File: src/rtl/flp_pkg.sv
package flp_pkg;
  localparam int ADDR_W = 3;
  localparam int DATA_W = 8;

  localparam logic [ADDR_W-1:0] OFS_STB  = 3'd1;
  localparam logic [ADDR_W-1:0] OFS_DOR  = 3'd2;
  localparam logic [ADDR_W-1:0] OFS_BOOT = 3'd3;
  localparam logic [ADDR_W-1:0] OFS_RATE = 3'd4;
  localparam logic [ADDR_W-1:0] OFS_DIN  = 3'd7;

  localparam int DOR_RUN_BIT   = 2;
  localparam int DOR_DMA_BIT   = 3;
  localparam int DOR_MOTOR_LSB = 4;
  localparam int BOOT_BIT      = 2;
  localparam int RATE_RST_BIT  = 7;
  localparam int RATE_SLP_BIT  = 6;

  // Strobes from control to datapath
  typedef struct packed {
    logic wrDor;   // apply drive-control write
    logic wrBoot;  // apply boot-select write
    logic ctlRst;  // controller reset + interrupt raise
  } flpStrobe_t;
endpackage

File: src/rtl/flp_ctrl.sv
module flp_ctrl
  import flp_pkg::*;
(
  input  logic              clk,
  input  logic              rstN,
  input  logic              busSel,
  input  logic              busWr,
  input  logic [ADDR_W-1:0] busAddr,
  input  logic [DATA_W-1:0] busWdata,
  output flpStrobe_t        strobe,
  output logic              inReset,
  output logic              sleepFlag,
  output logic              seqReset
);
  logic wrAcc, rdAcc;
  logic unusedWd;

  assign wrAcc    = busSel & busWr;
  assign rdAcc    = busSel & ~busWr;
  assign unusedWd = ^{busWdata[5:3], busWdata[1:0]};

  always_comb begin
    strobe = '0;
    if (wrAcc) begin
      case (busAddr)
        OFS_DOR: begin
          if (!inReset || busWdata[DOR_RUN_BIT]) begin
            strobe.wrDor  = 1'b1;
            strobe.ctlRst = inReset & busWdata[DOR_RUN_BIT];
          end
        end
        OFS_BOOT: strobe.wrBoot = ~inReset;
        OFS_RATE: strobe.ctlRst = ~inReset &
                                  (busWdata[RATE_RST_BIT] | busWdata[RATE_SLP_BIT]);
        default: ;
      endcase
    end
  end

  always_ff @(posedge clk or negedge rstN) begin
    if (!rstN) begin
      inReset   <= 1'b0;
      sleepFlag <= 1'b0;
      seqReset  <= 1'b0;
    end else begin
      seqReset <= strobe.ctlRst;
      if (wrAcc && busAddr == OFS_DOR) begin
        if (!busWdata[DOR_RUN_BIT]) begin
          inReset <= 1'b1;
        end else if (inReset) begin
          inReset   <= 1'b0;
          sleepFlag <= 1'b0;
        end
      end else if (wrAcc && busAddr == OFS_RATE) begin
        if (!inReset && busWdata[RATE_SLP_BIT]) sleepFlag <= 1'b1;
      end else if (rdAcc && busAddr == OFS_RATE) begin
        inReset   <= 1'b0;
        sleepFlag <= 1'b0;
      end
    end
  end


  leave_reset_chk: assert property (@(posedge clk) disable iff (!rstN)
    (inReset && wrAcc && busAddr == OFS_DOR && busWdata[DOR_RUN_BIT])
      |=> (!inReset && !sleepFlag && seqReset));


  rate_selfclear_chk: assert property (@(posedge clk) disable iff (!rstN)
    (!inReset && wrAcc && busAddr == OFS_RATE && busWdata[RATE_RST_BIT])
      |=> (!inReset && seqReset));


  rate_blocked_chk: assert property (@(posedge clk) disable iff (!rstN)
    (inReset && wrAcc && busAddr == OFS_RATE) |=> (!seqReset && $stable(sleepFlag)));


  status_read_clear_chk: assert property (@(posedge clk) disable iff (!rstN)
    (rdAcc && busAddr == OFS_RATE) |=> (!inReset && !sleepFlag));
endmodule

File: src/rtl/flp_datapath.sv
module flp_datapath
  import flp_pkg::*;
#(
  parameter int DRIVES = 2,
  parameter logic [DATA_W-1:0] RST_CODE = 8'hC0
) (
  input  logic              clk,
  input  logic              rstN,
  input  flpStrobe_t        strobe,
  input  logic              busSel,
  input  logic              busWr,
  input  logic [ADDR_W-1:0] busAddr,
  input  logic [DATA_W-1:0] busWdata,
  input  logic              inReset,
  input  logic              seqBusy,
  input  logic              seqToHost,
  input  logic              seqPhaseBusy,
  input  logic              dmaEn,
  input  logic [DRIVES-1:0] mediaChg,
  input  logic              irqAck,
  output logic [DRIVES-1:0] motorEn,
  output logic              curDrive,
  output logic              bootSel,
  output logic              irqOut,
  output logic [DATA_W-1:0] irqStatus,
  output logic [DATA_W-1:0] busRdata
);
  localparam int MOTOR_MSB = DOR_MOTOR_LSB + DRIVES - 1;

  logic unusedWd;
  assign unusedWd = ^{busWdata[7:6], busWdata[3], busWdata[1]};

  for (genvar i = 0; i < DRIVES; i++) begin : g_motor
    always_ff @(posedge clk or negedge rstN) begin
      if (!rstN)             motorEn[i] <= 1'b0;
      else if (strobe.wrDor) motorEn[i] <= busWdata[DOR_MOTOR_LSB + i];
    end
  end

  always_ff @(posedge clk or negedge rstN) begin
    if (!rstN) begin
      curDrive  <= 1'b0;
      bootSel   <= 1'b0;
      irqOut    <= 1'b0;
      irqStatus <= '0;
    end else begin
      if (strobe.wrDor)       curDrive <= busWdata[0];
      else if (strobe.ctlRst) curDrive <= 1'b0;
      if (strobe.wrBoot) bootSel <= busWdata[BOOT_BIT];
      if (strobe.ctlRst) begin
        irqOut    <= 1'b1;
        irqStatus <= RST_CODE;
      end else if (irqAck) begin
        irqOut <= 1'b0;
      end
    end
  end

  always_comb begin
    busRdata = '0;
    if (busSel && !busWr) begin
      case (busAddr)
        OFS_DOR: begin
          busRdata[MOTOR_MSB:DOR_MOTOR_LSB] = motorEn;
          busRdata[DOR_DMA_BIT] = dmaEn;
          busRdata[DOR_RUN_BIT] = ~inReset;
          busRdata[0]           = curDrive;
        end
        OFS_BOOT: busRdata[BOOT_BIT] = bootSel;
        OFS_RATE: begin
          busRdata[7] = ~seqBusy;
          busRdata[6] = ~seqBusy & seqToHost;
          busRdata[4] = seqPhaseBusy;
        end
        OFS_DIN: busRdata[7] = |mediaChg;
        default: busRdata = '0;
      endcase
    end
  end


  dor_gate_chk: assert property (@(posedge clk) disable iff (!rstN)
    strobe.wrDor |-> (!inReset || busWdata[DOR_RUN_BIT]));


  boot_gate_chk: assert property (@(posedge clk) disable iff (!rstN)
    strobe.wrBoot |-> !inReset);


  irq_raise_chk: assert property (@(posedge clk) disable iff (!rstN)
    strobe.ctlRst |=> (irqOut && irqStatus == RST_CODE));


  irq_hold_chk: assert property (@(posedge clk) disable iff (!rstN)
    (irqOut && !irqAck) |=> irqOut);
endmodule

File: src/rtl/flp_host_if.sv
module flp_host_if
  import flp_pkg::*;
#(
  parameter int DRIVES = 2,
  parameter logic [7:0] RST_CODE = 8'hC0
) (
  input  logic              clk,
  input  logic              rstN,
  input  logic              busSel,
  input  logic              busWr,
  input  logic [2:0]        busAddr,
  input  logic [7:0]        busWdata,
  output logic [7:0]        busRdata,
  input  logic              seqBusy,
  input  logic              seqToHost,
  input  logic              seqPhaseBusy,
  input  logic              dmaEn,
  input  logic [DRIVES-1:0] mediaChg,
  input  logic              irqAck,
  output logic [DRIVES-1:0] motorEn,
  output logic              curDrive,
  output logic              bootSel,
  output logic              irqOut,
  output logic [7:0]        irqStatus,
  output logic              seqReset,
  output logic              inReset,
  output logic              sleepFlag
);
  flpStrobe_t strobe;

  flp_ctrl u_ctrl (
    .clk(clk), .rstN(rstN), .busSel(busSel), .busWr(busWr),
    .busAddr(busAddr), .busWdata(busWdata), .strobe(strobe),
    .inReset(inReset), .sleepFlag(sleepFlag), .seqReset(seqReset)
  );

  flp_datapath #(.DRIVES(DRIVES), .RST_CODE(RST_CODE)) u_dp (
    .clk(clk), .rstN(rstN), .strobe(strobe), .busSel(busSel), .busWr(busWr),
    .busAddr(busAddr), .busWdata(busWdata), .inReset(inReset),
    .seqBusy(seqBusy), .seqToHost(seqToHost), .seqPhaseBusy(seqPhaseBusy),
    .dmaEn(dmaEn), .mediaChg(mediaChg), .irqAck(irqAck),
    .motorEn(motorEn), .curDrive(curDrive), .bootSel(bootSel),
    .irqOut(irqOut), .irqStatus(irqStatus), .busRdata(busRdata)
  );
endmodule

File: config.mk
export PLATFORM = sky130hd
export DESIGN_NAME = flp_host_if
export DESIGN_NICKNAME = d
export VERILOG_FILES = /design/src/rtl/flp_pkg.sv /design/src/rtl/flp_ctrl.sv /design/src/rtl/flp_datapath.sv /design/src/rtl/flp_host_if.sv
export SDC_FILE = /design/constraint.sdc
export NUM_CORES = 1
export LEC_CHECK = 0
export ABC_AREA = 1
export BUFFER_PORTS_ARGS = -buffer_cell sky130_fd_sc_hd__buf_2
export CORE_UTILIZATION = 42
export DETAILED_ROUTE_END_ITERATION = 12
export PLACE_DENSITY = 0.82
export SLEW_MARGIN = 20
export SYNTH_ARGS = -nofsm -noshare
export SYNTH_HDL_FRONTEND = slang
export SYNTH_SLANG_ARGS = --single-unit
export TNS_END_PERCENT = 5
File: constraint.sdc
create_clock -name clk -period 2.28 [get_ports clk]
set_input_delay 0.228 -clock clk [delete_from_list [all_inputs] [get_ports clk]]
set_output_delay 0.228 -clock clk [all_outputs]
set_load 0.01 [all_outputs]
==> results.cfg, run 1 <==
[power_and_ir_drop]
combPwrFrac = 0.269
power_switching_mw = 0.152
powerDensity_nw_per_um2 = 536
p_leak_nw = 0.492
clock_power_share = 0.294
ir_drop_v = 0.000314
p_seq_frac = 0.438
swShare = 0.340
p_int_mw = 0.295

[job]
maxCapViolations = 0

[route]
vias = 687
drc = 0
vias_per_cell = 4.61
drtAntennaViolNets = 0
wl_per_cell_um = 10.4
drtPass1Iterations = 4
drtIter0Drc = 13
drt_wl_total_um = 1540

[clocking]
clock_latency_ps = 270
numCtsBuffers = 3
cts_tree = yes
htree_levels = 1
cts_root_buf = clkbuf_4
clk_path_buf_depth = 2
cts_sinks = 9
cts.reportedPaths.clkPinSlew_ps = 70
postCtsSetupBuffers = 0

[timing]
drv_slew = 0
max_freq_mhz = 682
timing_hold_violations_final = 0
setup_viol = 0
fin_skew_ps = 0.337
min_period_ps = 1470
post-route-period-util = 0.644
rsz0062_at_grt = false
setup_tns_ps = 0

[floorplanning]
die_h_um = 40.9
core.rowCount = 13
fp.coreArea_um2 = 1350
initial_utilization = 0.471
io_pins = 46
die_w_um = 40.9
die_area_um2 = 1670

[grt]
grt-ovfl-total = 0
grt_usage = 0.216
grt_pass1_vias = 536
grt_pass1_wl_um = 2330
antenna_found_initial = 0
grt_max_degree = 10

[setup_path]
cp_num_buf_inv = 2
crit_fanout = 5
cpLargestDelayFamily = flip-flops
start_kind = flop
worstPathCellList = inv_1 -> nand3_1 -> a21oi_1 -> buf_2
worstPathArrival_ps = 1240
cp.required_ps = 2050
cp-end-kind = output pin
cp_slowest_cell = dfrtp_1
path_class = reg2out
worst_path_largest_cell_delay_ps = 420

[place]
io_buffers = 36
dp.cells = 144
finalWeightedCongestion = 0.920
dpl.hpwl_um = 1160

[cells_and_area]
area_growth_pct = 31.1
fin_nets = 157
drive_above_1_share = 0.366
fin_cells = 149
antenna_cells = 0

[synth]
ys_ff_latch = 9
ys_seq_area_frac = 0.354
syn_avg_cell_area_um2 = 6.69
synth_cells = 95
synth_warnings = 0
synth_area_um2 = 636
yosysUniqueCellTypes = 17

[outcome]
outcome = finished clean

[hold_path]
min_path_type = in2reg
[routing by layer]
metal,wire length [um],global-route usage
met4,22,0.0750
met5,0,0
met1,626,0.260
met3,84,0.0489
met2,810,0.371
[sequential cells by signal, indices dropped and copies added, names as in the netlist]
name	flops
u_dp.bootSel	1
u_ctrl.seqReset	1
u_dp.curDrive	1
u_ctrl.inReset	1
u_ctrl.sleepFlag	1
u_dp.irqOut	1
u_dp.motorEn	2
u_dp.irqStatus	1
[per-stage QoR]
stage	hold WS, ps	worst slack (ps)	utilization	power (mW)	instance area [um2]
after floorplan	-67.6	1180	-	0.269	658
after global placement	84.7	909	0.590	0.310	797
after detailed placement	97.2	883	0.590	0.314	797
after CTS	157	819	0.617	0.443	833
after global routing	161	681	0.617	0.476	833
final	150	813	0.617	0.446	833
[final cells by class]
class	instances	area, um2
Clock buffer	4	26.3
Multi-Input combinational cell	71	324
Fill cell	129	517
Inverter	13	48.8
Tap cell	15	18.8
Timing Repair Buffer	37	190
Sequential cell	9	225
[Yosys cell counts (all sizes together)]
master	instances	area [um2]
buf	8	60.1
nor3b	1	12.5
nand3	7	35.0
conb	1	3.75
inv	13	48.8
dfrtp	9	225
nor2	13	66.3
a21oi	2	10.0
nor3	2	10.0
o21ai	6	30.0
nand2	32	128
o22ai	1	6.26
[kinds of logic after synthesis]
family | share of synthesized area
and+or+nand+nor | 0.396
buffers and inverters | 0.171
DFF | 0.354
other | 0.00590
AOI/OAI and AO/OA | 0.0728
[repair_timing]
action                                  CTS  global route
hold endpoints to repair                  9             0
endpoints found under the setup margin    0             0
hold buffers                              1             0
resized for setup                         0             0
[cells in the final DEF, fill, tap and decap left out]
master         netlist  layout
nor2_4               1       1
a21oi_1              2       2
nand3_1              7       7
o22ai_1              1       1
nor2_1               8       8
clkbuf_4             0       3
nand2_2              3       3
clkbuf_1             0       1
inv_2                1       1
nor3_1               2       2
buf_2                0      36
nand2_1             29      29
o21ai_0              4       4
nor3b_2              1       1
o21ai_1              2       2
conb_1               1       7
dfrtp_1              9       9
nor2_2               4       4
inv_1               12      12
dlygate4sd3_1        0       1
[power groups by stage]
stage          combinational [mW]  clock [mW]  sequential (mW)
4_1_cts                     0.120       0.130            0.194
3_3_place_gp                0.115           0            0.196
6_report                    0.120       0.131            0.195
3_5_place_dp                0.117           0            0.197
5_1_grt                     0.137       0.141            0.198
2_1_floorplan              0.0633           0            0.205
[final timing paths]
kind | slack [ps] | cells after the start | end | startpoint
setup / recovery | 810 | 4 | busRdata[2] | u_ctrl.inReset$_DFFE_PN0P_
hold / removal | 150 | 2 | u_dp.irqOut$_DFFE_PN0P_ | irqAck
setup reg to reg | 1180 | 6 | u_dp.motorEn[1]$_DFFE_PN0P_ | u_ctrl.inReset$_DFFE_PN0P_
hold reg to reg | 480 | 2 | u_dp.irqStatus[6]$_DFFE_PN0P_ | u_dp.irqStatus[6]$_DFFE_PN0P_
max in group asynchronous | 1750 | 2 | u_ctrl.seqReset$_DFF_PN0_ | rstN
min in group asynchronous | 350 | 2 | u_dp.motorEn[0]$_DFFE_PN0P_ | rstN
(Power assumes the default switching activity.)
==> run 2, diff against run 1 <==
--- a/config.mk
+++ b/config.mk
@@ -7,9 +7,9 @@
 export LEC_CHECK = 0
 export ABC_AREA = 1
 export BUFFER_PORTS_ARGS = -buffer_cell sky130_fd_sc_hd__buf_2
-export CORE_UTILIZATION = 42
+export CORE_UTILIZATION = 35
 export DETAILED_ROUTE_END_ITERATION = 12
-export PLACE_DENSITY = 0.82
+export PLACE_DENSITY = 0.73
 export SLEW_MARGIN = 20
 export SYNTH_ARGS = -nofsm -noshare
 export SYNTH_HDL_FRONTEND = slang
==> constraint.sdc (replaced) <==
create_clock -name clk -period 1.2 [get_ports clk]
set_input_delay 0.12 -clock clk [delete_from_list [all_inputs] [get_ports clk]]
set_output_delay 0.12 -clock clk [all_outputs]
set_load 0.01 [all_outputs]
==> run 2 against run 1 <==
Net effect:
- sequential power rose by 87%
- cell count is 9.4% higher
- critical path depth is the same
- critical endpoint unchanged
==> results.cfg, run 2 (same netlist as run 1, synthesis figures left out) <==
[grt]
grt_pass1_wl_um = 2490
grt-ovfl-total = 0
grt_usage = 0.170
grt_max_degree = 10
grt_pass1_vias = 609
antenna_found_initial = 0

[power_and_ir_drop]
ir_drop_v = 0.000699
power.total_mw = 0.849
swShare = 0.326
powerDensity_nw_per_um2 = 948
clock_power_share = 0.265
power_switching_mw = 0.277
p_int_mw = 0.573
combPwrFrac = 0.305
p_leak_nw = 0.516
p_seq_frac = 0.430

[clocking]
clk_path_buf_depth = 2
numCtsBuffers = 3
clock_latency_ps = 250
cts.reportedPaths.clkPinSlew_ps = 60
htree_levels = 1
cts_root_buf = clkbuf_4
cts_sinks = 9
cts_tree = yes

[setup_path]
worstPathCellList = inv_2 -> nand3_2 -> a21oi_2 -> buf_2
crit_fanout = 2
worstPathArrival_ps = 1070
cp-end-kind = output pin
start_kind = flop
regToRegEndpoint = u_dp.curDrive$_DFFE_PN0P_
ff2ff_setup_slack_ps = 100
cp.required_ps = 1080
crit_start = u_ctrl.inReset$_DFFE_PN0P_
timing.rr.start = u_ctrl.inReset$_DFFE_PN0P_
worst_path_largest_cell_delay_ps = 400
path_class = reg2out
ff2ff_path_depth = 7
crit_path_end = busRdata[2]
cp_slowest_cell = dfrtp_1

[cells_and_area]
drive_above_1_share = 0.428
area_growth_pct = 40.9
fin_nets = 161
final_common_cell = buf_2
final_cell_mix = 36 x buf_2, 28 x nand2_1, 11 x inv_1, 9 x dfrtp_1
largest_reg_flops = 2
regMostFlops = u_dp.motorEn
fin_cells = 163
fin_area_um2 = 896
antenna_cells = 0

[route]
drtPass1Iterations = 4
vias_per_cell = 4.36
drc = 0
drt_wl_total_um = 1510
vias = 711
drtIter0Drc = 3
drtAntennaViolNets = 0
wl_per_cell_um = 9.26

[timing]
timing_hold_violations_final = 0
min_period_ps = 1190
drv_slew = 0
post-route-period-util = 0.992
rsz0062_at_grt = true
max_freq_mhz = 840
setup_viol = 0
setup_tns_ps = 0
worst_slack_ps = 10.2
fin_skew_ps = 4.34

[hold_path]
min_path_type = in2reg

[place]
dp.cells = 155
io_buffers = 36
dp_slack_ps = 69.3
dpl.hpwl_um = 1200
finalWeightedCongestion = 0.822
place_area_um2 = 817

[floorplanning]
initial_utilization = 0.372
io_pins = 46
die_area_um2 = 1990
die_h_um = 44.6
fp.coreArea_um2 = 1710
core.rowCount = 15
die_w_um = 44.6

[job]
maxCapViolations = 0

[outcome]
outcome = finished clean
[run 2: final cells by class]
| type | count | area [um2] |
|---|---|---|
| sequential | 9 | 225 |
| multi-input combinational | 71 | 343 |
| fill | 181 | 812 |
| clock inverter | 1 | 5.00 |
| clock buffer | 3 | 22.5 |
| inverter | 13 | 48.8 |
| tap | 25 | 31.3 |
| timing repair buffer | 41 | 220 |
[run 2: timing repair]
action	4_1_cts	5_1_grt
endpoints found under the setup margin	1	5
buffers inserted	3	0
pin swaps	1	0
resized for setup	3	3
hold endpoints to repair	9	0
hold buffers	1	0
[run 2: stage by stage]
| step | hold slack (ps) | utilization |
|---|---|---|
| floorplan | -176 | - |
| global placement | -19.6 | 0.478 |
| detailed placement | -15.8 | 0.478 |
| CTS | 39.6 | 0.519 |
| global route | 52.5 | 0.525 |
| finish | 49.4 | 0.525 |
[run 2: how the worst min path moves through the flow]
stage | from | to | slack, ps | depth (start not counted)
floorplan | rstN | u_ctrl.inReset$_DFFE_PN0P_ | -180 | 0
global placement | rstN | u_dp.motorEn[1]$_DFFE_PN0P_ | -20 | 1
detailed placement | rstN | u_dp.motorEn[1]$_DFFE_PN0P_ | -20 | 1
CTS | irqAck | u_dp.irqOut$_DFFE_PN0P_ | 40 | 2
global route | irqAck | u_dp.irqOut$_DFFE_PN0P_ | 50 | 2
finish | irqAck | u_dp.irqOut$_DFFE_PN0P_ | 50 | 2
[run 2: per-layer routing]
layer | up-vias | track usage | wire length, um
met5 | - | 0 | 0
met3 | 2 | 0.0163 | 100
met2 | 26 | 0.288 | 748
met4 | 0 | 0.0909 | 14
met1 | 316 | 0.212 | 644
li1 | 367 | - | -
[run 2: power by group through the flow]
stage | logic [mW] | clock network (mW) | registers (mW)
final | 0.259 | 0.225 | 0.365
after global routing | 0.294 | 0.254 | 0.369
after CTS | 0.257 | 0.239 | 0.366
after detailed placement | 0.228 | 0 | 0.374
after global placement | 0.223 | 0 | 0.373
after floorplan | 0.120 | 0 | 0.390
[run 2: worst max-delay path: cells and delay by family (launching register included)]
family	cells	cell delay, ps
simple gates	1	90
compound gates	1	120
buf+inv	2	210
flops	1	400
